$ cat src/rtl/hib_seq_pkg.sv
package hib_seq_pkg;

    localparam int ADDR_W    = 8;
    localparam int DATA_W    = 32;
    localparam int FIELD_LSB = 5;
    localparam int FILT_MSB  = 15;
    localparam int RCNT_MSB  = 11;
    localparam int CNT_W     = FILT_MSB + 1;

    localparam logic [ADDR_W-1:0] OFF_SLEEP = 8'h20;
    localparam logic [ADDR_W-1:0] OFF_FILT  = 8'h24;
    localparam logic [ADDR_W-1:0] OFF_RCNT  = 8'h28;

    typedef enum logic [2:0] {
        ST_AWAKE  = 3'd0,
        ST_ASLEEP = 3'd1,
        ST_QUAL   = 3'd2,
        ST_PULSE  = 3'd3
    } seq_state_e;

    typedef struct packed {
        logic             sleep_req;
        logic [CNT_W-1:0] filt_ticks;
        logic [CNT_W-1:0] pulse_ticks;
    } seq_cfg_t;

    function automatic logic power_off(input seq_state_e s);
        return (s == ST_ASLEEP) || (s == ST_QUAL);
    endfunction

endpackage

$ cat src/rtl/hib_seq_regs.sv
module hib_seq_regs
    import hib_seq_pkg::*;
(
    input  logic              clk,
    input  logic              rst,
    input  logic              bus_sel,
    input  logic              bus_wr,
    input  logic [ADDR_W-1:0] bus_addr,
    input  logic [DATA_W-1:0] bus_wdata,
    input  seq_state_e        cur_state,
    output logic [DATA_W-1:0] bus_rdata,
    output seq_cfg_t          cfg
);
    localparam int FILT_BITS = FILT_MSB - FIELD_LSB + 1;
    localparam int RCNT_BITS = RCNT_MSB - FIELD_LSB + 1;

    logic [FILT_BITS-1:0] filt_field;
    logic [RCNT_BITS-1:0] rcnt_field;
    logic                 wr_en;
    logic                 unused_wdata_bits;

    assign wr_en = bus_sel && bus_wr;
    assign unused_wdata_bits = ^{bus_wdata[DATA_W-1:FILT_MSB+1], bus_wdata[FIELD_LSB-1:1]};

    always_ff @(posedge clk) begin
        if (rst) begin
            filt_field <= '0;
            rcnt_field <= '0;
        end else if (wr_en) begin
            if (bus_addr == OFF_FILT)
                filt_field <= bus_wdata[FILT_MSB:FIELD_LSB];
            if (bus_addr == OFF_RCNT)
                rcnt_field <= bus_wdata[RCNT_MSB:FIELD_LSB];
        end
    end

    always_comb begin
        cfg.sleep_req   = wr_en && (bus_addr == OFF_SLEEP) && bus_wdata[0];
        cfg.filt_ticks  = {filt_field, {FIELD_LSB{1'b0}}};
        cfg.pulse_ticks = CNT_W'({rcnt_field, {FIELD_LSB{1'b0}}});
    end

    always_comb begin
        case (bus_addr)
            OFF_SLEEP: bus_rdata = DATA_W'(cur_state);
            OFF_FILT:  bus_rdata = DATA_W'(cfg.filt_ticks);
            OFF_RCNT:  bus_rdata = DATA_W'(cfg.pulse_ticks);
            default:   bus_rdata = '0;
        endcase
    end

endmodule

$ cat src/rtl/hib_seq_fsm.sv
module hib_seq_fsm
    import hib_seq_pkg::*;
(
    input  logic       clk,
    input  logic       rst,
    input  seq_cfg_t   cfg,
    input  logic       wake_pin,
    output seq_state_e state
);
    localparam logic [CNT_W-1:0] ONE = CNT_W'(1);

    logic [CNT_W-1:0] tick_cnt;
    logic [CNT_W-1:0] tick_inc;
    logic             filt_short;
    logic             pulse_none;

    assign tick_inc   = tick_cnt + ONE;
    assign filt_short = (cfg.filt_ticks <= ONE);
    assign pulse_none = (cfg.pulse_ticks == '0);

    always_ff @(posedge clk) begin
        if (rst) begin
            state    <= ST_AWAKE;
            tick_cnt <= '0;
        end else begin
            case (state)
                ST_AWAKE: begin
                    tick_cnt <= '0;
                    if (cfg.sleep_req)
                        state <= ST_ASLEEP;
                end
                ST_ASLEEP: begin
                    tick_cnt <= '0;
                    if (wake_pin) begin
                        if (filt_short) begin
                            state <= pulse_none ? ST_AWAKE : ST_PULSE;
                        end else begin
                            state    <= ST_QUAL;
                            tick_cnt <= ONE;
                        end
                    end
                end
                ST_QUAL: begin
                    if (!wake_pin) begin
                        state    <= ST_ASLEEP;
                        tick_cnt <= '0;
                    end else if (tick_inc == cfg.filt_ticks) begin
                        state    <= pulse_none ? ST_AWAKE : ST_PULSE;
                        tick_cnt <= '0;
                    end else begin
                        tick_cnt <= tick_inc;
                    end
                end
                ST_PULSE: begin
                    if (tick_inc >= cfg.pulse_ticks) begin
                        state    <= ST_AWAKE;
                        tick_cnt <= '0;
                    end else begin
                        tick_cnt <= tick_inc;
                    end
                end
                default: begin
                    state    <= ST_AWAKE;
                    tick_cnt <= '0;
                end
            endcase
        end
    end

endmodule

$ cat src/rtl/hib_seq_outdec.sv
module hib_seq_outdec
    import hib_seq_pkg::*;
(
    input  seq_state_e state,
    output logic       pwr_en,
    output logic       rst_n_out
);
    always_comb begin
        pwr_en    = !power_off(state);
        rst_n_out = (state != ST_PULSE);
    end
endmodule

$ cat src/rtl/hib_seq_top.sv
module hib_seq_top
    import hib_seq_pkg::*;
(
    input  logic        clk,
    input  logic        rst,
    input  logic        bus_sel,
    input  logic        bus_wr,
    input  logic [7:0]  bus_addr,
    input  logic [31:0] bus_wdata,
    output logic [31:0] bus_rdata,
    input  logic        wake_pin,
    output logic        pwr_en,
    output logic        rst_n_out
);
    seq_state_e cur_state;
    seq_cfg_t   cfg;

    hib_seq_regs u_regs (
        .clk       (clk),
        .rst       (rst),
        .bus_sel   (bus_sel),
        .bus_wr    (bus_wr),
        .bus_addr  (bus_addr),
        .bus_wdata (bus_wdata),
        .cur_state (cur_state),
        .bus_rdata (bus_rdata),
        .cfg       (cfg)
    );

    hib_seq_fsm u_fsm (
        .clk      (clk),
        .rst      (rst),
        .cfg      (cfg),
        .wake_pin (wake_pin),
        .state    (cur_state)
    );

    hib_seq_outdec u_out (
        .state     (cur_state),
        .pwr_en    (pwr_en),
        .rst_n_out (rst_n_out)
    );

endmodule

$ cat config.mk
export PLATFORM = sky130hd
export DESIGN_NAME = hib_seq_top
export DESIGN_NICKNAME = d
export VERILOG_FILES = /design/src/rtl/hib_seq_pkg.sv /design/src/rtl/hib_seq_regs.sv /design/src/rtl/hib_seq_fsm.sv /design/src/rtl/hib_seq_outdec.sv /design/src/rtl/hib_seq_top.sv
export SDC_FILE = /design/constraint.sdc
export NUM_CORES = 1
export LEC_CHECK = 0
export BUFFER_PORTS_ARGS = -buffer_cell sky130_fd_sc_hd__buf_2
export CORE_MARGIN = 2
export CORE_UTILIZATION = 55
export DETAILED_ROUTE_END_ITERATION = 10
export PLACE_DENSITY = 0.86
export RECOVER_POWER = 100
export SKIP_CTS_REPAIR_TIMING = 1
export SLEW_MARGIN = 10
export SYNTH_ARGS = -nofsm -noshare
export SYNTH_HDL_FRONTEND = slang
export SYNTH_SLANG_ARGS = --single-unit
export TNS_END_PERCENT = 50
$ cat constraint.sdc
create_clock -name clk -period 6 [get_ports clk]
set_input_delay 0.6 -clock clk [delete_from_list [all_inputs] [get_ports clk]]
set_output_delay 0.6 -clock clk [all_outputs]
set_load 0.05 [all_outputs]
==> results of run 1 <==
## Yosys cell counts (8+ instances only)
| cell | n | area (um2) |
|---|---|---|
| nor3_1 | 8 | 40.0 |
| buf_4 | 20 | 150 |
| a21oi_1 | 18 | 90.1 |
| nor2_1 | 25 | 93.8 |
| ha_1 | 13 | 163 |
| xor2_1 | 8 | 70.1 |
| dfxtp_1 | 36 | 721 |
| nand3_1 | 14 | 70.1 |
| nand2_1 | 40 | 150 |
| inv_1 | 15 | 56.3 |
| nor2b_1 | 8 | 50.1 |
| xnor2_1 | 10 | 87.6 |
| nor4_1 | 9 | 56.3 |
## sequential cells by signal (all words and copies together) (netlist names)
signal             flops
u_fsm.tick_cnt        16
u_regs.rcnt_field      7
u_fsm.state            2
u_regs.filt_field     11
## power groups by stage
stage / Combinational, mW / Sequential [mW] / Clock (mW)
finish: 0.0571 / 0.241 / 0.219
global route: 0.0613 / 0.242 / 0.233
CTS: 0.0571 / 0.241 / 0.222
detailed placement: 0.0570 / 0.247 / 0
global placement: 0.0558 / 0.247 / 0
floorplan: 0.0527 / 0.246 / 0
## per-layer routing
metal  wire length [um]  part of all wire, %  global-route usage (%)
met1               2480                   42                    31.4
met2               2830                   48                    41.2
met3                389                  6.6                    5.06
met4                191                  3.2                    9.85
met5                  0                    0                       0
## critical path: stages, from the launching register on
cell and delay, ns:
dfxtp_1 0.46, ha_1 0.31, nand3_1 0.23, nor3_1 0.47, xnor2_1 0.23, inv_1 0.07
ha_1 0.30, a21o_1 0.18, a211oi_1 0.24, o211ai_1 0.12, or3_1 0.44, a211o_1 0.50
a21oi_1 0.21
## worst max path at each step
stage                     slack, ns                 end  cells past startpoint              start
after floorplan                2.78   u_fsm.tick_cnt[7]                     13  u_fsm.tick_cnt[0]
after global placement         2.44   u_fsm.tick_cnt[7]                     12  u_fsm.tick_cnt[0]
after detailed placement       2.37   u_fsm.tick_cnt[7]                     12  u_fsm.tick_cnt[0]
after CTS                      2.29   u_fsm.tick_cnt[8]                     12  u_fsm.tick_cnt[0]
after global routing           1.94  u_fsm.tick_cnt[11]                     12  u_fsm.tick_cnt[0]
final                          2.16   u_fsm.tick_cnt[7]                     12  u_fsm.tick_cnt[0]
## area by class of cell
| class | instances | area share (%) |
|---|---|---|
| multi-input cells | 248 | 58.3 |
| flip-flops and latches | 36 | 26.5 |
| repair buffers | 40 | 6.62 |
| clock buffers | 5 | 2.53 |
| well taps | 52 | 2.39 |
| inverters | 15 | 2.07 |
| clock inverters | 3 | 1.56 |
## metrics by stage
stage,util (%),hold slack (ns),area (um2),total power [mW]
3_5_place_dp,60.5,0.490,2630,0.304
5_1_grt,62.5,0.537,2720,0.536
3_3_place_gp,60.5,0.488,2630,0.303
6_report,62.5,0.504,2720,0.518
4_1_cts,63.0,0.501,2740,0.520
2_1_floorplan,-,0.458,2570,0.299
## cells by family (layout without fill, tap and decap cells)
group	Yosys count	in the layout	share of synthesized area [%]
buffers and inverters	46	63	10.4
AND/OR/NAND/NOR	136	136	28.7
other	1	19	0.150
flip-flops	36	36	28.8
AO/OA/AOI/OAI	54	54	15.4
adder cells (fa/ha/maj)	13	13	6.50
multiplexers	7	7	2.80
XOR/XNOR	19	19	7.20
==> results.py, run 1 <==
metrics = {
    "status": {
        "outcome": "completed",
    },
    "floorplanning": {
        "std_cell_rows": 24,
        "core_um2": 4350,
        "design.portCount": 79,
        "die_height_um": 71.5,
        "die_w_um": 71.5,
        "dieArea_um2": 5110,
        "start_util_pct": 57.5,
    },
    "global_routing": {
        "grt_pass1_vias": 2143,
        "grt_pass1_wl_um": 10000,
        "grt_max_degree": 25,
        "antenna_found_initial": 0,
        "grt_overflow": 0,
        "grt_use_total_pct": 24.7,
    },
    "clocking": {
        "clk_pin_slew_ns": 0.08,
        "cts_tree": "done",
        "cts_buffers": 5,
        "cts_root_buf": "clkbuf_8",
        "clock_latency_ns": 0.30,
        "cts_sinks": 36,
        "htreeDepth": 2,
        "cts.path.max_buffers": 2,
    },
    "placement": {
        "placedCellCount": 391,
        "preCtsSetupSlack_ns": 2.37,
        "hpwl_um": 4410,
        "placement.io_buffers": 39,
        "gp_congestion": 0.930,
    },
    "setup_path": {
        "cp.required_ns": 6.23,
        "regToRegEndpoint": "u_fsm.tick_cnt[7]",
        "worst_ep_arrival_time_ns": 4.06,
        "critical_path_class": "register to register",
        "regToRegSetupSlack_ns": 2.16,
        "r2r_start": "u_fsm.tick_cnt[0]",
        "end_kind": "register",
        "reg2reg_depth": 12,
        "startpoint_type": "register",
        "worstPathMaxFanout": 14,
    },
    "cells_and_area": {
        "drive_above_1_share_pct": 11.0,
        "fillers": 367,
        "instances_no_fill": 399,
        "register_area_um2": 721,
        "finalNetCount": 404,
        "final_cell_mix": "nand2_1 (40), dfxtp_1 (36), nor2_1 (25), buf_2 (24), conb_1 (19)",
        "final_common_cell": "nand2_1",
        "multi_input_area_um2": 1590,
        "num_antenna_cells": 0,
        "area_delta_synth_final_pct": 8.70,
    },
    "min_path": {
        "hp-start": "u_regs.filt_field[10]",
        "hold_class": "register to register",
        "hold_end": "u_regs.filt_field[10]",
        "hold_depth": 2,
    },
    "synth": {
        "ys_seq_elements": 36,
        "synth_edf_count": 0,
        "syn-cell-area_um2": 2500,
        "synth_ff_type": "dfxtp_1",
        "syn_area_per_cell_um2": 8.02,
        "synth-seq-area-share_pct": 28.8,
        "ys_types": 54,
        "syn_inst": 312,
        "async_reset_ff_share_pct": 0,
        "synth_warnings": 0,
    },
    "pwr": {
        "seqPwrFrac_pct": 46.6,
        "comb_power_share_pct": 11.0,
        "p_clk_share_pct": 42.4,
        "p_int_uw": 375,
        "sw_frac_of_total_pct": 27.6,
        "switching_power_uw": 143,
        "power_density_nw_per_um2": 190,
        "p_leak_nw": 1.13,
        "ir_drop_uv": 133,
    },
    "sta": {
        "fin_crit_ns": 3.84,
        "slew_headroom_pct": 28.2,
        "setup_viol": 0,
        "tns_ns": 0,
        "fmax_mhz": 260,
        "report.final.hold_viol_count": 0,
        "maxSlewViolCount": 0,
        "finalClockSkew_ns": 0.00326,
        "tightest_slew_ns": 1.07,
        "worst_slack_ns": 2.16,
        "rsz0062_at_grt": "no",
        "fin_crit_sh_pct": 64.0,
    },
    "drt": {
        "wire_per_inst_um": 14.8,
        "drc": 0,
        "viasPerCell": 5.80,
        "vias": 2316,
        "firstDrtPassIters": 4,
        "drt-initial-drc-count": 172,
        "ant_nets": 0,
        "drt_wl_total_um": 5890,
    },
    "job": {
        "cap_viol_max_count": 0,
    },
}
Note: power is estimated with default switching activity, not from simulation.
==> run 2, diff against run 1 <==
Settings changed: CORE_UTILIZATION 55 to 46, PLACE_DENSITY 0.86 to 0.77.
Clock period 6 ns to 3.3 ns, I/O delays scaled along.
==> results.py, run 2 (same netlist as run 1, synthesis figures left out) <==
metrics = {
    "status": {
        "outcome": "completed",
    },
    "sta": {
        "fin_crit_sh_pct": 93.6,
        "maxSlewViolCount": 0,
        "finalClockSkew_ns": 0.00685,
        "tightest_slew_ns": 0.609,
        "fin_crit_ns": 3.09,
        "slew_headroom_pct": 59.6,
        "setup_viol": 0,
        "report.final.hold_viol_count": 0,
        "fmax_mhz": 324,
        "tns_ns": 0,
    },
    "drt": {
        "ant_nets": 0,
        "vias": 2289,
        "drt_wl_total_um": 5910,
        "wire_per_inst_um": 13.7,
        "firstDrtPassIters": 6,
        "viasPerCell": 5.30,
        "drt-initial-drc-count": 160,
        "drc": 0,
    },
    "floorplanning": {
        "std_cell_rows": 26,
        "die_height_um": 77.8,
        "start_util_pct": 48.4,
        "design.portCount": 79,
        "die_w_um": 77.8,
        "core_um2": 5170,
        "dieArea_um2": 6050,
    },
    "clocking": {
        "clock_latency_ns": 0.30,
        "cts.path.max_buffers": 2,
        "cts_root_buf": "clkbuf_8",
        "cts_tree": "done",
        "htreeDepth": 2,
        "cts_sinks": 36,
        "cts_buffers": 5,
        "clk_pin_slew_ns": 0.08,
    },
    "pwr": {
        "ir_drop_uv": 305,
        "power_density_nw_per_um2": 328,
        "p_leak_nw": 1.24,
    },
    "cells_and_area": {
        "drive_above_1_share_pct": 15.7,
        "area_delta_synth_final_pct": 15.4,
        "multi_input_area_um2": 1620,
        "num_antenna_cells": 0,
        "max_flop_register": "u_fsm.tick_cnt",
        "final_cell_mix": "nand2_1 (40), dfxtp_1 (35), nor2_1 (25), buf_2 (24), conb_1 (19)",
        "instances_no_fill": 432,
        "register_area_um2": 722,
        "final_common_cell": "nand2_1",
        "utilization_pct": 55.8,
        "finalNetCount": 419,
        "largest_reg_flops": 16,
        "largestRegisters": "u_fsm.tick_cnt (16), u_regs.filt_field (11), u_regs.rcnt_field (7)",
        "fillers": 486,
    },
    "setup_path": {
        "path_cells": "ha_1, nand3_1, nor3_4, xnor2_2, inv_1, ha_1, a21o_1, a211oi_1, o211ai_1, or3_4, and3_1, and2_1, o31ai_1",
        "cp_slowest_stage_delay_ns": 0.41,
        "critPathSlowestCell": "or3_4",
        "worst_ep_arrival_time_ns": 3.30,
        "cp.required_ns": 3.51,
        "worstPathMaxFanout": 4,
        "cpMostUsedCell": "ha_1",
        "critical_path_class": "register to register",
        "startpoint_type": "register",
        "end_kind": "register",
    },
    "global_routing": {
        "grt_pass1_vias": 2124,
        "grt_max_degree": 25,
        "grt_use_total_pct": 20.1,
        "antenna_found_initial": 0,
        "grt_pass1_wl_um": 9710,
        "grt_overflow": 0,
    },
    "placement": {
        "gp_congestion": 0.901,
        "hpwl_um": 4470,
        "placedCellCount": 422,
        "placement.io_buffers": 39,
    },
    "min_path": {
        "hold_class": "primary input to register",
    },
    "job": {
        "cap_viol_max_count": 0,
    },
}
[run 2: report_power, final]
group	switching, mW	leakage, nW	internal [mW]
combinational	0.0809	0.892	0.0226
clock	0.180	0.0541	0.224
sequential	0.00236	0.290	0.436
total	0.264	1.24	0.682
[run 2: layout make-up]
class	instances	area share (%)
Timing Repair Buffer	55	10.0
Tap cell	70	3.03
Multi-Input combinational cell	248	56.1
Clock buffer	5	2.38
Inverter	15	1.95
Clock inverter	3	1.47
Sequential cell	36	25.0
[run 2: critical path, delay by kind of cell, from the launching register on]
family	cells	cell delay [ns]
XOR/XNOR	1	0.16
AO/OA/AOI/OAI	4	0.73
adder cells (fa/ha/maj)	2	0.47
AND/OR/NAND/NOR	5	1.20
flip-flops	1	0.35
buffers and inverters	1	0.07
[run 2: path summary, 6_finish.rpt]
path / from / endpoint / slack [ns] / cells after the start
worst min-delay path: bus_wdata[12] / u_regs.filt_field[7] / 0.26 / 3
worst min register to register: u_regs.filt_field[10] / u_regs.filt_field[10] / 0.50 / 2
worst max register to register: u_fsm.tick_cnt[0] / u_fsm.state[0] / 0.21 / 13
worst max-delay path: u_fsm.tick_cnt[0] / u_fsm.state[0] / 0.21 / 13
[run 2: metal layers]
metal / vias up / wire [um] / track usage (%)
met5: - / 0 / 0
met2: 82 / 2890 / 33.6
met1: 1045 / 2630 / 25.7
li1: 1157 / - / -
met3: 5 / 333 / 4.77
met4: 0 / 53 / 6.07
[run 2: through the flow]
| step | setup slack, ns | cell area [um2] | power [mW] | hold WS [ns] |
|---|---|---|---|---|
| finish | 0.211 | 2890 | 0.946 | 0.256 |
| global route | -0.0149 | 2890 | 0.975 | 0.257 |
| floorplan | 0.0825 | 2570 | 0.544 | 0.458 |
| global placement | 0.140 | 2750 | 0.550 | 0.489 |
| CTS | -0.00806 | 2860 | 0.940 | 0.261 |
| detailed placement | 0.0667 | 2750 | 0.552 | 0.498 |
==> run 3, diff against run 2 <==
Settings changed: MAX_ROUTING_LAYER set to met4.
==> results.py, run 3 (same netlist as run 1, synthesis figures left out) <==
metrics = {
    "global_routing": {
        "antenna_found_initial": 0,
        "grt_use_total_pct": 20.1,
        "grt_pass1_wl_um": 9560,
        "grt_max_degree": 25,
        "grt_pass1_vias": 2149,
        "grt_overflow": 0,
    },
    "drt": {
        "viasPerCell": 5.46,
        "drt-initial-drc-count": 130,
        "vias": 2336,
        "wl_met1_um": 2660,
        "ant_nets": 0,
        "wire_per_inst_um": 14.0,
        "wl_met3_um": 281,
        "firstDrtPassIters": 5,
        "routed.top_layer": "met4",
        "drc": 0,
        "drt_wl_total_um": 5990,
        "dr_wl_met2_um": 2870,
    },
    "cells_and_area": {
        "area_delta_synth_final_pct": 13.9,
        "final_common_cell": "nand2_1",
        "num_antenna_cells": 0,
        "finalNetCount": 415,
        "max_flop_register": "u_fsm.tick_cnt",
        "largestRegisters": "u_fsm.tick_cnt (16), u_regs.filt_field (11), u_regs.rcnt_field (7)",
        "largest_reg_flops": 16,
        "fillers": 475,
        "final_cell_mix": "nand2_1 (40), dfxtp_1 (34), nor2_1 (25), buf_2 (24), conb_1 (19)",
        "drive_above_1_share_pct": 15.1,
        "instances_no_fill": 428,
    },
    "clocking": {
        "cts_root_buf": "clkbuf_8",
        "clock_latency_ns": 0.29,
        "clk_pin_slew_ns": 0.08,
        "cts_sinks": 36,
        "cts_tree": "done",
        "htreeDepth": 2,
        "cts_buffers": 5,
        "cts.path.max_buffers": 2,
    },
    "sta": {
        "setup_viol": 0,
        "slew_headroom_pct": 59.4,
        "fin_crit_sh_pct": 94.1,
        "report.final.hold_viol_count": 0,
        "worst_slack_ns": 0.196,
        "fin_crit_ns": 3.10,
        "rsz0062_at_grt": "no",
        "holdWs_ns": 0.267,
        "tightest_slew_ns": 0.612,
        "finalClockSkew_ns": 0.00761,
        "fmax_mhz": 322,
        "maxSlewViolCount": 0,
    },
    "floorplanning": {
        "die_w_um": 77.8,
        "design.portCount": 79,
        "core_um2": 5170,
        "dieArea_um2": 6050,
        "die_height_um": 77.8,
        "start_util_pct": 48.4,
        "std_cell_rows": 26,
    },
    "placement": {
        "preCtsSetupSlack_ns": 0.0313,
        "gp_congestion": 0.921,
        "placement.io_buffers": 39,
        "placedCellCount": 420,
        "hpwl_um": 4560,
    },
    "pwr": {
        "p_leak_nw": 1.18,
        "power_density_nw_per_um2": 328,
        "ir_drop_uv": 261,
    },
    "setup_path": {
        "worst_ep_arrival_time_ns": 3.31,
        "worstPathMaxFanout": 8,
        "end_kind": "register",
        "reg2reg_depth": 13,
        "critical_path_class": "register to register",
        "regToRegEndpoint": "u_fsm.state[0]",
        "r2r_start": "u_fsm.tick_cnt[2]",
        "cp.required_ns": 3.50,
        "startpoint_type": "register",
        "regToRegSetupSlack_ns": 0.20,
        "startpoint": "u_fsm.tick_cnt[2]",
    },
    "min_path": {
        "hp-start": "bus_wdata[14]",
        "hold_end": "u_regs.filt_field[9]",
        "hold_class": "primary input to register",
        "hold_depth": 3,
    },
    "status": {
        "outcome": "completed",
    },
    "job": {
        "cap_viol_max_count": 0,
    },
}
==> run 3: report_power, final <==
group / internal [mW] / switching [mW]
sequential: 0.436 / 0.00227
clock: 0.224 / 0.170
combinational: 0.0226 / 0.0819
total: 0.682 / 0.254
==> run 3: area by class of cell <==
type	instances	area, um2	share of cell area (%)
inverter	15	56.3	1.98
clock buffer	5	68.8	2.41
clock inverter	3	42.5	1.49
tap	70	87.6	3.07
multi-input combinational	248	1610	56.6
timing repair buffer	51	259	9.09
sequential	36	723	25.4
==> run 3: through the flow <==
| step | util [%] | power [mW] | setup TNS [ns] | cell area [um2] |
|---|---|---|---|---|
| 2_1_floorplan | - | 0.544 | 0 | 2570 |
| 3_3_place_gp | 52.9 | 0.550 | 0 | 2740 |
| 3_5_place_dp | 52.9 | 0.551 | 0 | 2740 |
| 4_1_cts | 55.1 | 0.938 | -0.0482 | 2850 |
| 5_1_grt | 55.1 | 0.967 | 0 | 2850 |
| 6_report | 55.1 | 0.936 | 0 | 2850 |
==> run 3: critical path: stages, from the launching register on <==
cell,delay [ns]
dfxtp_1,0.47
nand3_1,0.17
nor3_1,0.19
buf_4,0.16
xnor2_2,0.13
inv_1,0.07
ha_1,0.29
a21o_1,0.18
a211oi_1,0.24
o211ai_1,0.12
or3_4,0.42
and3_1,0.19
and2_1,0.19
o31ai_1,0.19
==> run 3: per-layer routing <==
metal,vias to the layer above,GRT usage (%)
li1,1150,-
met1,1079,25.3
met2,90,32.2
met3,17,3.26
met4,0,8.04
met5,-,-
==> run 3: how the worst max path moves through the flow <==
stage | endpoint | cells past startpoint
after floorplan | u_fsm.tick_cnt[7] | 13
after global placement | u_fsm.tick_cnt[7] | 12
final | u_fsm.state[0] | 13
after global routing | u_fsm.state[0] | 14
after detailed placement | u_fsm.state[1] | 13
after CTS | u_fsm.state[1] | 13
